===== config.mk =====
export PLATFORM = sky130hd
export DESIGN_NAME = wdog_two_stage
export DESIGN_NICKNAME = d
export VERILOG_FILES = /design/src/rtl/wdog_pkg.sv /design/src/rtl/wdog_bus_regs.sv /design/src/rtl/wdog_tick_counter.sv /design/src/rtl/wdog_threshold_hit.sv /design/src/rtl/wdog_two_stage.sv
export SDC_FILE = /design/constraint.sdc
export NUM_CORES = 1
export LEC_CHECK = 0
export BUFFER_PORTS_ARGS = -buffer_cell sky130_fd_sc_hd__buf_2
export CAP_MARGIN = 15
export CORE_MARGIN = 1
export CORE_UTILIZATION = 50
export CTS_CLUSTER_SIZE = 16
export DETAILED_ROUTE_END_ITERATION = 8
export PLACE_DENSITY_LB_ADDON = 0.1
export SLEW_MARGIN = 30
export SYNTH_ARGS = -nofsm -noshare
export SYNTH_HDL_FRONTEND = slang
export SYNTH_HIERARCHICAL = 1
export SYNTH_SLANG_ARGS = --single-unit

===== constraint.sdc =====
create_clock -name clk -period 4 [get_ports clk]
set_clock_uncertainty 0.15 [all_clocks]
set_input_delay 0.2 -clock clk [delete_from_list [all_inputs] [get_ports clk]]
set_output_delay 0.2 -clock clk [all_outputs]
set_load 0.005 [all_outputs]

===== src/rtl/wdog_pkg.sv =====
package wdog_pkg;

  localparam logic [7:0] OFS_PET  = 8'h04;
  localparam logic [7:0] OFS_CTL  = 8'h08;
  localparam logic [7:0] OFS_STAT = 8'h0C;
  localparam logic [7:0] OFS_WARN = 8'h10;
  localparam logic [7:0] OFS_KILL = 8'h14;

  localparam int N_STAGE  = 2;
  localparam int STG_BARK = 0;
  localparam int STG_BITE = 1;

  typedef struct packed {
    logic irq_en;
    logic cnt_en;
  } ctl_t;

endpackage


===== src/rtl/wdog_bus_regs.sv =====
module wdog_bus_regs
  import wdog_pkg::*;
#(
  parameter int ADDR_W = 8,
  parameter int DATA_W = 32
) (
  input  logic                            clk,
  input  logic                            rst,
  input  logic                            req_valid,
  input  logic                            req_write,
  input  logic [ADDR_W-1:0]               req_addr,
  input  logic [DATA_W-1:0]               req_wdata,
  input  logic                            status_flag,
  output logic                            rsp_ready,
  output logic [DATA_W-1:0]               rsp_rdata,
  output ctl_t                            ctl,
  output logic [N_STAGE-1:0][DATA_W-1:0]  thr,
  output logic                            restart_pulse,
  output logic                            stop_pulse,
  output logic                            status_clr
);

  logic wr_en;
  logic hit_pet, hit_ctl, hit_stat, hit_warn, hit_kill;
  logic [DATA_W-1:0] rd_mux;

  assign wr_en    = req_valid & req_write;
  assign hit_pet  = (req_addr == ADDR_W'(OFS_PET));
  assign hit_ctl  = (req_addr == ADDR_W'(OFS_CTL));
  assign hit_stat = (req_addr == ADDR_W'(OFS_STAT));
  assign hit_warn = (req_addr == ADDR_W'(OFS_WARN));
  assign hit_kill = (req_addr == ADDR_W'(OFS_KILL));

  assign restart_pulse = wr_en & hit_pet  &  req_wdata[0];
  assign stop_pulse    = wr_en & hit_ctl  & ~req_wdata[0];
  assign status_clr    = wr_en & hit_stat &  req_wdata[0];

  always_comb begin
    rd_mux = '0;
    if (hit_ctl)  rd_mux = DATA_W'({ctl.irq_en, ctl.cnt_en});
    if (hit_stat) rd_mux = DATA_W'(status_flag);
    if (hit_warn) rd_mux = thr[STG_BARK];
    if (hit_kill) rd_mux = thr[STG_BITE];
  end

  always_ff @(posedge clk) begin
    if (rst) begin
      ctl       <= '0;
      thr       <= '1;
      rsp_ready <= 1'b0;
      rsp_rdata <= '0;
    end else begin
      rsp_ready <= req_valid;
      rsp_rdata <= (req_valid && !req_write) ? rd_mux : '0;
      if (wr_en) begin
        if (hit_ctl)  ctl <= '{irq_en: req_wdata[1], cnt_en: req_wdata[0]};
        if (hit_warn) thr[STG_BARK] <= req_wdata;
        if (hit_kill) thr[STG_BITE] <= req_wdata;
      end
    end
  end

  AST_READY_AFTER_REQ: assert property (@(posedge clk) disable iff (rst)
    rsp_ready |-> $past(req_valid));

  AST_READY_SINGLE: assert property (@(posedge clk) disable iff (rst)
    (req_valid && rsp_ready) |-> 1'b1 ##1 rsp_ready);

endmodule


===== src/rtl/wdog_tick_counter.sv =====
module wdog_tick_counter #(
  parameter int CNT_W = 28
) (
  input  logic             clk,
  input  logic             rst,
  input  logic             clear,
  input  logic             run,
  output logic [CNT_W-1:0] count
);

  localparam logic [CNT_W-1:0] CNT_MAX = '1;

  always_ff @(posedge clk) begin
    if (rst || clear)
      count <= '0;
    else if (run && count != CNT_MAX)
      count <= count + 1'b1;
  end

  AST_HOLD_WHEN_IDLE: assert property (@(posedge clk) disable iff (rst)
    (!run && !clear) |=> $stable(count));

  AST_CLEAR_TO_ZERO: assert property (@(posedge clk) disable iff (rst)
    clear |=> (count == '0));

endmodule


===== src/rtl/wdog_threshold_hit.sv =====
module wdog_threshold_hit #(
  parameter int CNT_W  = 28,
  parameter int DATA_W = 32
) (
  input  logic [DATA_W-1:0] thr,
  input  logic [CNT_W-1:0]  count,
  output logic              hit
);

  localparam int HI_W = DATA_W - CNT_W;

  logic in_range;

  assign in_range = (thr[DATA_W-1:CNT_W] == HI_W'(0));
  assign hit      = in_range && (thr[CNT_W-1:0] == count);

endmodule


===== src/rtl/wdog_two_stage.sv =====
module wdog_two_stage
  import wdog_pkg::*;
#(
  parameter int ADDR_W = 8,
  parameter int DATA_W = 32,
  parameter int CNT_W  = 28
) (
  input  logic              clk,
  input  logic              por_rst,
  input  logic              sys_rst,
  input  logic              req_valid,
  input  logic              req_write,
  input  logic [ADDR_W-1:0] req_addr,
  input  logic [DATA_W-1:0] req_wdata,
  output logic              rsp_ready,
  output logic [DATA_W-1:0] rsp_rdata,
  output logic              bark_irq,
  output logic              bite_req
);

  logic rst_any;
  ctl_t ctl;
  logic [N_STAGE-1:0][DATA_W-1:0] thr;
  logic [N_STAGE-1:0] hit;
  logic restart_pulse, stop_pulse, status_clr;
  logic [CNT_W-1:0] count;
  logic bark_lvl, bitten, bite_q, status_q;
  logic bark_set, bite_fire;

  assign rst_any = por_rst | sys_rst;

  wdog_bus_regs #(.ADDR_W(ADDR_W), .DATA_W(DATA_W)) u_regs (
    .clk(clk), .rst(rst_any),
    .req_valid(req_valid), .req_write(req_write),
    .req_addr(req_addr), .req_wdata(req_wdata),
    .status_flag(status_q),
    .rsp_ready(rsp_ready), .rsp_rdata(rsp_rdata),
    .ctl(ctl), .thr(thr),
    .restart_pulse(restart_pulse), .stop_pulse(stop_pulse),
    .status_clr(status_clr)
  );

  wdog_tick_counter #(.CNT_W(CNT_W)) u_cnt (
    .clk(clk), .rst(rst_any), .clear(restart_pulse),
    .run(ctl.cnt_en), .count(count)
  );

  for (genvar s = 0; s < N_STAGE; s++) begin : g_stage
    wdog_threshold_hit #(.CNT_W(CNT_W), .DATA_W(DATA_W)) u_hit (
      .thr(thr[s]), .count(count), .hit(hit[s])
    );
  end

  assign bark_set  = ctl.cnt_en && hit[STG_BARK] && !restart_pulse && !stop_pulse;
  assign bite_fire = ctl.cnt_en && hit[STG_BITE] && !bitten &&
                     !restart_pulse && !stop_pulse;

  always_ff @(posedge clk) begin
    if (rst_any) begin
      bark_lvl <= 1'b0;
      bitten   <= 1'b0;
      bite_q   <= 1'b0;
    end else begin
      bite_q <= bite_fire;
      if (restart_pulse || stop_pulse) begin
        bark_lvl <= 1'b0;
        bitten   <= 1'b0;
      end else begin
        bark_lvl <= bark_lvl | bark_set;
        bitten   <= bitten | bite_fire;
      end
    end
  end

  always_ff @(posedge clk) begin
    if (por_rst)
      status_q <= 1'b0;
    else if (bite_fire)
      status_q <= 1'b1;
    else if (status_clr)
      status_q <= 1'b0;
  end

  assign bark_irq = bark_lvl & ctl.irq_en;
  assign bite_req = bite_q;

  AST_BITE_ONE_CYCLE: assert property (@(posedge clk) disable iff (rst_any)
    bite_req |=> !bite_req);

  AST_STATUS_ON_BITE: assert property (@(posedge clk) disable iff (por_rst)
    bite_req |-> status_q);

  AST_BARK_NEEDS_RUN: assert property (@(posedge clk) disable iff (rst_any)
    $rose(bark_lvl) |-> $past(ctl.cnt_en));

endmodule


**After elaboration in Yosys (flattened, before gate mapping)**

Cells that the tools add are included.

- Add/subtract/negate cells: 1
- Equality and inequality tests: 8
- Mux-type cells: 6
- Bitwise logic cells: 13
- Reduce and logical (&&, ||, !) cells: 25

Operator list:

| kind | count |
|---|---|
| two-way mux 32 bit | 2 |
| equality test 28 bit | 2 |
| adder 28 x 1 -> 28 bit, second input constant | 1 |
| inequality test 28 bit, second input constant | 1 |
| equality test 8 x 4 -> 1 bit, second input constant | 2 |
| equality test 8 x 5 -> 1 bit, second input constant | 2 |
| logical AND 1 bit | 11 |
| bitwise AND 1 bit | 8 |
| equality test 8 x 3 -> 1 bit, second input constant | 1 |
| logical NOT 4 bit | 2 |
| AND reduction 2 bit | 3 |
| logical NOT 1 bit | 4 |
| two-way mux 2 bit | 2 |
| OR reduction 2 bit | 2 |
| bitwise OR 1 bit | 3 |
| logical OR 1 bit | 2 |
| two-way mux 1 bit | 2 |
| inverter 1 bit | 2 |
| nonzero test 2 bit | 1 |

- Register bits: 131
- Bits of input ports: 45
- Output and inout port bits: 35
- Word-level logic and storage cells: 64

**Logic depth before layout (Yosys ltp)**

Gate-level depths: netlist of the first run.

- Depth in word-level cells: 7
- Gate-level depth with buffers: 9
- Mapped depth without buffers: 7

**Cells and area by module**

The synthesis of the first run kept the hierarchy.

Modules (own cells, without submodules):

| module | instances | cells each | area each (µm²) | seq. area each (µm²) |
|---|---|---|---|---|
| wdog_bus_regs | 1 | 376 | 3798.6 | 1981.9 |
| wdog_tick_counter | 1 | 178 | 1442.6 | 560.5 |
| wdog_threshold_hit | 2 | 39 | 317.8 | 0.0 |
| wdog_two_stage | 1 | 15 | 150.1 | 80.1 |

**Worst setup path after synthesis of the first run**

No wires, ideal clock.

- Path kind: input port to flip-flop
- Start point: input port req_addr[5]
- End point: register u_cnt.count[0]
- Setup time: 128 ps
- Arrival time: 2088 ps
- Data required time: 3722 ps
- Path slack: 1634 ps
- Stages on the path: 7
- Buffers on the path: 2
- Cell sequence: or3_4 -> or4_1 -> nor3_1 -> or2_2 -> clkbuf_1 -> clkbuf_1 -> nor2_1

- Longest elaborated chain between the ends: 4

Ends and longest elaborated chain:

| what | RTL line | RTL |
|---|---|---|
| start: declaration | wdog_two_stage.sv:13 | `input logic [ADDR_W-1:0] req_addr,` |
| equality test 8 x 3 -> 1 bit | wdog_bus_regs.sv:28 | `assign hit_pet = (req_addr == ADDR_W'(OFS_PET));` |
| bitwise AND 1 bit (2 in a row) | wdog_bus_regs.sv:34 | `assign restart_pulse = wr_en & hit_pet & req_wdata[0];` |
| named net restart_pulse | wdog_two_stage.sv:25 | `logic restart_pulse, stop_pulse, status_clr;` |
| logical OR 1 bit | wdog_tick_counter.sv:14 | `if (rst \|\| clear)` |
| end signal: assignment | wdog_tick_counter.sv:17 | `count <= count + 1'b1;` |
| end: declaration | wdog_tick_counter.sv:8 | `output logic [CNT_W-1:0] count` |

The timed path passes the listed nets, and every way through them passes these cells.
A chain may end at the register's enable or synchronous reset.

**Worst setup path after layout of the first run**

- Start point: input port por_rst
- End point: register u_regs.rsp_rdata[0]

- Longest elaborated chain between the ends: 2

Ends and longest elaborated chain:

| what | RTL line | RTL |
|---|---|---|
| start: declaration | wdog_two_stage.sv:9 | `input logic por_rst,` |
| bitwise OR 1 bit | wdog_two_stage.sv:30 | `assign rst_any = por_rst \| sys_rst;` |
| named net rst_any | wdog_two_stage.sv:21 | `logic rst_any;` |
| OR reduction 2 bit (no source line) | n/a |  |
| end signal: assignment | wdog_bus_regs.sv:54 | `rsp_rdata <= (req_valid && !req_write) ? rd_mux : '0;` |
| end: declaration | wdog_bus_regs.sv:15 | `output logic [DATA_W-1:0] rsp_rdata,` |

The timed path passes the listed nets, and every way through them passes these cells.

==> summary.md, run 1 <==
| Metric | Value |
|---|---|
| Synth top area share | 43.5% |
| Site Rows | 39 |
| Grt total ovfl | 0 |
| Die area | 0.0125 sq mm |
| RSZ-0062 raised after global routing | no |
| Failing checks | DRC |
| Synth unique cells | 50 |
| CTS sink cnt | 131 |
| Die width | 112 um |
| Core area | 0.0116 sq mm |
| Post-Syn Area per Cell | 9.32 sq um |
| Worst slew pin tran | 0.757 ns |
| Root Buffer | clkbuf_16 |
| Clock latency on the worst-skew pair | 0.43 ns |
| Data required time of the worst path | 4.21 ns |
| Yosys reg bits | 131 |
| GRT Overall Usage | 25.6% |
| Worst R2R End | u_cnt/count[20] |
| Starting DRC count in detailed routing | 396 |
| Crit path buf inv count | 4 |
| Worst path cell trace | dlygate4sd3_1 > buf_2 > or2_4 > buf_4 > nor2b_1 > nor4b_1 > and3_1 > dlygate4sd3_1 |
| Area growth syn-to-layout | 25.0% |
| Cts repair resizes | 0 |
| Worst Setup Start Kind | input port |
| HPWL after DPL | 10,500 um |
| Pwr/cell area | 423 mW/mm^2 |
| Ys flop type | dfxtp_1 |
| Initial antenna violation count | 0 |
| Initial Utilization | 52.1% |
| Number of remaining DRC errors | 7 |
| Largest family of logic cells by synthesized area | simple AND/OR/NAND/NOR gates |
| Max-slew violation count | 0 |
| Filler instances | 968 |
| Sw Share | 19.3% |
| Mapped cell area | 0.00603 sq mm |
| Crit-path most repeated cell | dlygate4sd3_1 |
| First-pass detailed-route iteration total | 6 |
| CTS tree | yes |
| CTS Buf Count | 17 |
| Reg-to-reg setup timing slack | 1.47 ns |
| Clock transition at path regs | 0.05 ns |
| Hold Crit Depth | 4 |
| Switching pwr | 614 uW |
| Async S/R FF share, synth | 0% |
| CTS Buffer Depth | 2 |
| P_int | 2570 uW |
| Clk network pwr share | 55.3% |
| Post-synthesis mux area share | 17.1% |
| Max_slew headroom | 49.5% |
| Worst Setup Path Type | input port to flop |
| Crit path DAT | 3.00 ns |
| Utilization after layout | 65.1% |
| Wirelength per Cell | 17.0 um |
| Sequential Power Share | 41.0% |
| Status | finished, violations left |
| RR Startpoint | u_cnt/count[1] |
| R2R cell count | 6 |
| Post-route antenna net violation count | 0 |
| Max incr delay on CP | 0.55 ns |
| Worst path depth | 8 |
| Crit share post-route | 69.8% |
| Final WL | 15,500 um |
| Worst min-delay path class | input port to flop |
| CP Capture Point | u_regs/rsp_rdata[0] |
| Final setup fails | 0 |
| Synth warnings | 6 |
| Final Hold Viols | 0 |
| Compound-gate portion of the synthesized area | 5.00% |
| DIE HEIGHT | 112 um |
| Crit Path Max Fanout | 57 |
| Max Clk Rate | 0.358 GHz |
| Synth Area in Simple Gates | 21.9% |
| Max-Cap Viols | 0 |
| Slowest stage cell on the critical path | dlygate4sd3_1 |
| Area leader, netlist | dfxtp_1 |
| Critical Path Source | por_rst |
| Leakage | 0.00314 uW |
| Critical Path End Type | flop |
| Syn_nets | 693 |
| Routability cong. | 0.848 |
| Max rail drop VDD | 294 uV |
| I/O Buffers | 79 |
| N_diodes | 0 |
| Number of global-route vias before repair | 4,849 |
| Final nets | 805 |
| Via density | 5.47 |
| Top cells by area, synth | dfxtp_1 44%, mux2i_1 17%, nor2_1 9.0% |
| Layout cells sized above 1 | 17.0% |
| First-pass GRT wire length | 24,400 um |
| Mapped Cells | 647 |
| Post-synth EDFFs | 0 |
| Largest net degree at the start of global routing | 58 |
| Depth of the CTS H-tree | 4 |
| Family with the most delay on the worst path | buffers and inverters |
| Combinational share of power | 3.7% |
| Min Tclk post-route | 2.79 ns |
| Register area share after synthesis | 43.5% |
| Setup TNS | 0 ns |
| Fraction of the mapped netlist area in adder cells | 0.208% |
| Via count | 5,008 |
| Top Ports | 80 |
| Post-Synth XOR/XNOR Area | 8.72% |
-- power groups by stage --
stage / registers (uW) / clock network (uW) / logic [uW]
floorplan: 1330 / 0 / 51.3
global placement: 1330 / 0 / 84.6
detailed placement: 1330 / 0 / 86.6
CTS: 1310 / 1790 / 115
global route: 1310 / 1850 / 125
finish: 1310 / 1760 / 116
-- Yosys cell counts, drive strengths merged (2+ instances only) --
cell type    n
a21oi       21
and2         4
and3         3
buf         13
clkbuf      18
dfxtp      131
inv          7
mux2i      103
nand2       21
nand2b       6
nand3       12
nand4       17
nor2       144
nor3         5
nor4        18
o2111ai      2
o21ai       14
o31ai        4
or2          3
or3         19
or4          7
xnor2       21
xor2        39
-- per-layer routing --
layer  part of all wire [%]  vias to the layer above  track usage, %
li1                       -                     2472               -
met1                     45                     2378            30.4
met2                     49                      129            43.9
met3                    3.4                       29            4.84
met4                    2.8                        0            13.1
met5                      0                        -               0
-- final cells by class --
cell class                 instances  area (sq um)  area share [%]
inverter                           7          26.3           0.349
clock buffer                      25           515            6.84
timing repair buffer             124           833            11.1
sequential                       131          2620            34.8
tap                              143           179            2.38
clock inverter                     7           166            2.21
multi-input combinational        478          3190            42.4
-- placed cells by master (no fill, tap or decap), types with 6 or more instances in the layout --
master | synthesis | layout
o21ai_0 | 14 | 14
dfxtp_1 | 131 | 131
clkbuf_8 | 0 | 6
clkbuf_16 | 0 | 17
or3_1 | 16 | 16
xor2_1 | 39 | 39
buf_2 | 5 | 79
nor4_1 | 15 | 15
inv_1 | 7 | 7
a21oi_1 | 21 | 21
nor2_1 | 144 | 144
nand4_1 | 15 | 15
nand3_1 | 12 | 12
xnor2_1 | 21 | 21
nand2_1 | 21 | 21
mux2i_1 | 103 | 103
nand2b_1 | 6 | 6
dlygate4sd3_1 | 0 | 40
-- worst min-delay path by stage --
stage                           start            end  slack (ns)
after floorplan               por_rst       status_q        0.15
after global placement        por_rst       status_q        0.29
after detailed placement      por_rst       status_q        0.29
after CTS                 req_addr[7]  u_regs/ctl[0]        0.11
after global routing      req_addr[7]  u_regs/ctl[1]        0.15
final                     req_addr[7]  u_regs/ctl[0]        0.14
-- worst register-to-register path, delay by kind of cell (launching register included) --
kind	cells	cell delay (ns)
flip-flops	1	0.45
AND/OR/NAND/NOR	2	0.48
AO/OA/AOI/OAI	3	1.03
adder cells (fa/ha/maj)	1	0.35
-- cells by family after synthesis --
group / count (synthesis)
xor gates and xnor gates: 60
buffers and inverters: 38
DFF: 131
AOI/OAI and AO/OA: 49
and+or+nand+nor: 265
muxes: 103
adders and majority gates: 1
-- state kept, by name (all words and copies together) (netlist names) --
| register | cells |
|---|---|
| bark_lvl | 1 |
| bite_req | 1 |
| bitten | 1 |
| status_q | 1 |
| u_cnt/count | 28 |
| u_regs/ctl | 2 |
| u_regs/rsp_rdata | 32 |
| u_regs/rsp_ready | 1 |
| u_regs/thr | 64 |
-- timing repair --
item / 4_1_cts / 5_1_grt
hold buffers: 40 / 0
hold endpoints to repair: 73 / 0
buffers inserted: 0 / 0
-- stage by stage --
step	std cells	instance area [sq um]	power (uW)	worst slack [ns]	hold WS [ns]
floorplan	647	6030	1390	1.63	0.149
global placement	843	6450	1420	1.58	0.287
detailed placement	843	6450	1420	1.52	0.288
CTS	915	7530	3210	1.23	0.112
global route	915	7530	3280	1.07	0.150
finish	915	7530	3190	1.21	0.137
No activity file was read; power rests on OpenSTA's default activity.
==> run 2: changes to the inputs <==
Clock period 4 ns to 2.6 ns, I/O delays scaled along.
==> summary.md, run 2 (same netlist as run 1, synthesis figures left out) <==
| Metric | Value |
|---|---|
| Top reg by flops | u_regs/thr |
| Pwr/cell area | 596 mW/mm^2 (+41%) |
| Hold_ws | 0.0942 ns (-0.0430 ns) |
| RSZ-0062 raised after global routing | no |
| Worst slew pin tran | 0.652 ns (-0.105 ns) |
| Clock transition at path regs | 0.05 ns (about the same) |
| Max-slew violation count | 0 (unchanged) |
| Largest registers | u_regs/thr (64), u_regs/rsp_rdata (32), u_cnt/count (28) |
| Cell Area, Placed | 0.00656 sq mm (+1.7%) |
| Top Ports | 80 (unchanged) |
| Filler instances | 977 (+0.93%) |
| First-pass GRT wire length | 24,800 um (+1.7%) |
| Final nets | 816 (+1.4%) |
| Worst Setup Start Kind | input port |
| Min Tclk post-route | 2.42 ns |
| Cts repair resizes | 0 (unchanged) |
| Number of remaining DRC errors | 6 (-1) |
| Leakage | 0.00315 uW (+0.21%) |
| Max incr delay on CP | 0.56 ns (about the same) |
| Starting DRC count in detailed routing | 300 (-24%) |
| Status | finished, violations left |
| Failing checks | DRC |
| Die area | 0.0125 sq mm (unchanged) |
| Max Clk Rate | 0.412 GHz |
| Root Buffer | clkbuf_16 |
| Setup TNS | 0 ns (unchanged) |
| Worst Setup Path Type | input port to flop |
| Core area | 0.0116 sq mm (unchanged) |
| Initial Utilization | 52.1% (unchanged) |
| Critical Path End Type | flop |
| Max_slew headroom | 56.5% (+7.0 points) |
| Final setup fails | 0 (unchanged) |
| Worst path cell trace | dlygate4sd3_1 > buf_2 > nand4bb_1 > or4_1 > nor3_1 > buf_4 > or2_2 > buf_12 > a21oi_1 |
| Crit Path Max Fanout | 14 (-75%) |
| Worst setup slack after layout | 0.175 ns (-1.03 ns) |
| Post-route antenna net violation count | 0 (unchanged) |
| Final Cell Area | 0.00752 sq mm (-0.22%) |
| Worst min-delay path class | input port to flop |
| Max-Cap Viols | 0 (unchanged) |
| Final Hold Viols | 0 (unchanged) |
| DIE HEIGHT | 112 um (unchanged) |
| Largest net degree at the start of global routing | 62 (+6.9%) |
| I/O Buffers | 79 (unchanged) |
| CTS sink cnt | 131 (unchanged) |
| Clock latency on the worst-skew pair | 0.42 ns (about the same) |
| Die width | 112 um (unchanged) |
| Grt total ovfl | 0 (unchanged) |
| N_diodes | 0 (unchanged) |
| Slowest stage cell on the critical path | or4_1 |
| Most frequent cells in the layout | 144 x nor2_1, 131 x dfxtp_1, 103 x mux2i_1 |
| Place WS | 0.249 ns (-1.27 ns) |
| Max rail drop VDD | 443 uV (+51%) |
| Data required time of the worst path | 2.75 ns (-1.46 ns) |
| Routability cong. | 0.840 (-0.90%) |
| Depth of the CTS H-tree | 4 (unchanged) |
| Wirelength per Cell | 16.9 um (-0.57%) |
| Final WL | 15,600 um (+0.30%) |
| Via count | 5,017 (+0.18%) |
| CTS tree | yes |
| CTS Buffer Depth | 2 (unchanged) |
| First-pass detailed-route iteration total | 7 (+1) |
| Crit share post-route | 93.3% |
| Area growth syn-to-layout | 24.7% |
| CTS Buf Count | 17 (unchanged) |
| Number of global-route vias before repair | 4,988 (+2.9%) |
| HPWL after DPL | 10,600 um (+1.1%) |
| Most common cell after layout, fill and taps aside | nor2_1 |
| Layout cells sized above 1 | 17.7% (+0.72 points) |
| Crit path DAT | 2.58 ns (-0.42 ns) |
| Max FFs per register | 64 (unchanged) |
| Site Rows | 39 (unchanged) |
| GRT Overall Usage | 26.0% (+0.44 points) |
| Initial antenna violation count | 0 (unchanged) |
| Via density | 5.44 (-0.69%) |
[run 2: cell types whose count changed in the layout (fill, tap and decap cells not counted), sizes merged]
cell,change
clkbuf,-2
clkinv,+3
clkinvlp,-1
buf,+11
bufinv,-3
[run 2: what timing repair did]
item	in CTS	in global routing
buffers inserted	0	0
endpoints found under the hold margin	73	0
hold buffers	40	0
[run 2: area by class of cell]
| type | instances | area (sq um) | area share [%] |
|---|---|---|---|
| Sequential cell | 131 | 2620 | 34.9 |
| Multi-Input combinational cell | 478 | 3190 | 42.4 |
| Timing Repair Buffer | 135 | 941 | 12.5 |
| Clock inverter | 6 | 80.1 | 1.07 |
| Inverter | 7 | 26.3 | 0.350 |
| Clock buffer | 23 | 478 | 6.36 |
| Tap cell | 143 | 179 | 2.38 |
[run 2: through the flow]
step / power (uW) / std cells / util, %
4_1_cts: 4510 / 923 / 65.0
3_5_place_dp: 2190 / 854 / 56.7
3_3_place_gp: 2190 / 854 / 56.7
2_1_floorplan: 2130 / 647 / -
6_report: 4480 / 923 / 65.0
5_1_grt: 4600 / 923 / 65.0
[run 2: worst max-delay path: cells and delay by family]
family                 cells  cell delay, ns
AOI/OAI and AO/OA          1            0.05
buffers and inverters      4            1.02
and+or+nand+nor            4            1.37
[run 2: final timing paths]
check | startpoint | end | slack, ns | cells after the start
setup / recovery | req_addr[1] | u_cnt/count[18] | 0.18 | 9
hold / removal | req_addr[3] | status_q | 0.09 | 5
setup reg to reg | u_cnt/count[13] | u_cnt/count[1] | 0.23 | 5
hold reg to reg | bitten | bitten | 0.31 | 2
[run 2: layer usage]
layer	vias to the layer above	global-route usage, %	part of all wire [%]
li1	2484	-	-
met1	2348	31.9	45
met2	154	43.5	48
met3	31	6.80	5.2
met4	0	10.2	2.3
met5	-	0	0
[run 2: where the power goes]
part	total (uW)	leakage (uW)	internal (uW)	switching, uW
combinational	186	0.00181	95.1	91.1
sequential	2010	0.00106	2010	0.471
clock	2280	0.000279	1460	822
total	4480	0.00315	3570	914
==> run 3: changes to the inputs <==
Settings changed: MAX_ROUTING_LAYER set to met4.
==> summary.md, run 3 (same netlist as run 1, synthesis figures left out) <==
| Metric | Value |
|---|---|
| Largest net degree at the start of global routing | 64 (+3.2%) |
| Filler instances | 993 (+1.6%) |
| Max Clk Rate | 0.408 GHz (-1.0%) |
| Max rail drop VDD | 392 uV (-12%) |
| CTS Buffer Depth | 2 (unchanged) |
| HPWL after DPL | 11,000 um (+3.2%) |
| Final WL | 15,800 um (+1.4%) |
| Data required time of the worst path | 2.74 ns (about the same) |
| Area growth syn-to-layout | 25.3% |
| Post-CTS Setup Bufs | 0 (unchanged) |
| Max FFs per register | 64 (unchanged) |
| Reg area | 0.00262 sq mm (unchanged) |
| Top reg by flops | u_regs/thr |
| DIE HEIGHT | 112 um (unchanged) |
| Worst path cell trace | dlygate4sd3_1 > buf_2 > nand4bb_1 > or4_1 > nor3_1 > buf_4 > or2_2 > buf_12 > a21oi_1 |
| Final nets | 816 (unchanged) |
| Most frequent cells in the layout | 144 x nor2_1, 131 x dfxtp_1, 103 x mux2i_1 |
| Failing checks | DRC |
| Hold_ws | 0.103 ns (+0.00924 ns) |
| Max-Cap Viols | 0 (unchanged) |
| Max-slew violation count | 0 (unchanged) |
| Die area | 0.0125 sq mm (unchanged) |
| Most common cell after layout, fill and taps aside | nor2_1 |
| Clock transition at path regs | 0.06 ns (about the same) |
| Site Rows | 39 (unchanged) |
| Via density | 5.46 (+0.44%) |
| RSZ-0062 raised after global routing | no |
| Number of global-route vias before repair | 5,115 (+2.5%) |
| Wirelength per Cell | 17.1 um (+1.2%) |
| Switching pwr | 959 uW (+5.0%) |
| Min Tclk post-route | 2.45 ns (+0.0252 ns) |
| Top Ports | 80 (unchanged) |
| Post-route antenna net violation count | 0 (unchanged) |
| First-pass detailed-route iteration total | 7 (unchanged) |
| Final setup fails | 0 (unchanged) |
| I/O Buffers | 79 (unchanged) |
| Clk network pwr share | 52.3% (+1.3 points) |
| Crit path DAT | 2.59 ns (about the same) |
| Crit Path Max Fanout | 14 (unchanged) |
| CTS sink cnt | 131 (unchanged) |
| Max incr delay on CP | 0.57 ns (about the same) |
| Largest registers | u_regs/thr (64), u_regs/rsp_rdata (32), u_cnt/count (28) |
| Sequential Power Share | 43.6% (-1.3 points) |
| Initial Utilization | 52.1% (unchanged) |
| N_diodes | 0 (unchanged) |
| Worst Setup Start Kind | input port |
| Critical Path End Type | flop |
| Sw Share | 20.8% (+0.42 points) |
| Routability cong. | 0.848 (+0.88%) |
| Initial antenna violation count | 0 (unchanged) |
| Core area | 0.0116 sq mm (unchanged) |
| Area of the multi-input gates | 0.00319 sq mm (unchanged) |
| Setup TNS | 0 ns (unchanged) |
| Combinational share of power | 4.1% (about the same) |
| Root Buffer | clkbuf_16 |
| Slowest stage cell on the critical path | or4_1 |
| Die width | 112 um (unchanged) |
| CTS tree | yes |
| P_int | 3650 uW (+2.3%) |
| Crit share post-route | 94.2% (+0.97 points) |
| Leakage | 0.00316 uW (+0.20%) |
| First-pass GRT wire length | 25,100 um (+1.3%) |
| Depth of the CTS H-tree | 4 (unchanged) |
| Number of remaining DRC errors | 6 (unchanged) |
| GRT Overall Usage | 27.1% (+1.1 points) |
| Worst Setup Path Type | input port to flop |
| Final Hold Viols | 0 (unchanged) |
| Clock latency on the worst-skew pair | 0.41 ns (about the same) |
| Pwr/cell area | 610 mW/mm^2 (+2.4%) |
| Status | finished, violations left |
| CTS Buf Count | 17 (unchanged) |
| Grt total ovfl | 0 (unchanged) |
| Layout cells sized above 1 | 18.0% (+0.34 points) |
| Via count | 5,050 (+0.66%) |
| Worst slew pin tran | 0.673 ns (+0.0206 ns) |
| Starting DRC count in detailed routing | 341 (+14%) |
| Worst min-delay path class | input port to flop |
| Max_slew headroom | 55.1% (-1.4 points) |
## run 3: layout make-up
cell class	count	area share, %
clock inverters	10	1.76
clock buffers	21	6.10
flip-flops and latches	131	34.7
well taps	143	2.37
multi-input cells	478	42.2
inverters	7	0.348
repair buffers	135	12.5
## run 3: worst max-delay path, delay by kind of cell
family                 cells  cell delay [ns]
buffers and inverters      4             1.02
and+or+nand+nor            4             1.38
AOI/OAI and AO/OA          1             0.05
## run 3: power by group through the flow
stage / Combinational, uW / Sequential (uW) / Clock (uW)
final: 189 / 2010 / 2410
after global routing: 202 / 2010 / 2530
after CTS: 186 / 2010 / 2440
after detailed placement: 140 / 2050 / 0
after global placement: 138 / 2050 / 0
after floorplan: 79.0 / 2050 / 0
## run 3: final timing paths
path,startpoint,to,slack (ns),cells after the start
setup reg to reg,u_cnt/count[13],u_cnt/count[1],0.22,5
hold / removal,req_addr[3],status_q,0.10,5
hold reg to reg,bark_lvl,bark_lvl,0.31,2
setup / recovery,req_addr[1],u_cnt/count[14],0.15,9
## run 3: per-layer routing
layer	GRT usage, %	vias to the layer above	share of wire (%)	routed length [um]
met5	-	-	0	0
met3	4.19	28	4.8	765
met4	13.1	0	2.2	348
li1	-	2487	-	-
met1	31.6	2383	44	7020
met2	45.3	152	49	7670
## run 3: timing repair
action / CTS / global route
hold endpoints to repair: 73 / 0
hold buffers: 40 / 0
resized for setup: 0 / 0
## run 3: metrics by stage
stage	util, %	area, sq um	setup slack (ns)	total power, uW	std cells
final	65.3	7550	0.150	4610	925
after global routing	65.3	7550	0.0871	4740	925
after CTS	65.3	7550	0.210	4640	925
after detailed placement	56.7	6560	0.247	2190	854
after global placement	56.7	6560	0.317	2190	854
after floorplan	-	6030	0.304	2130	647
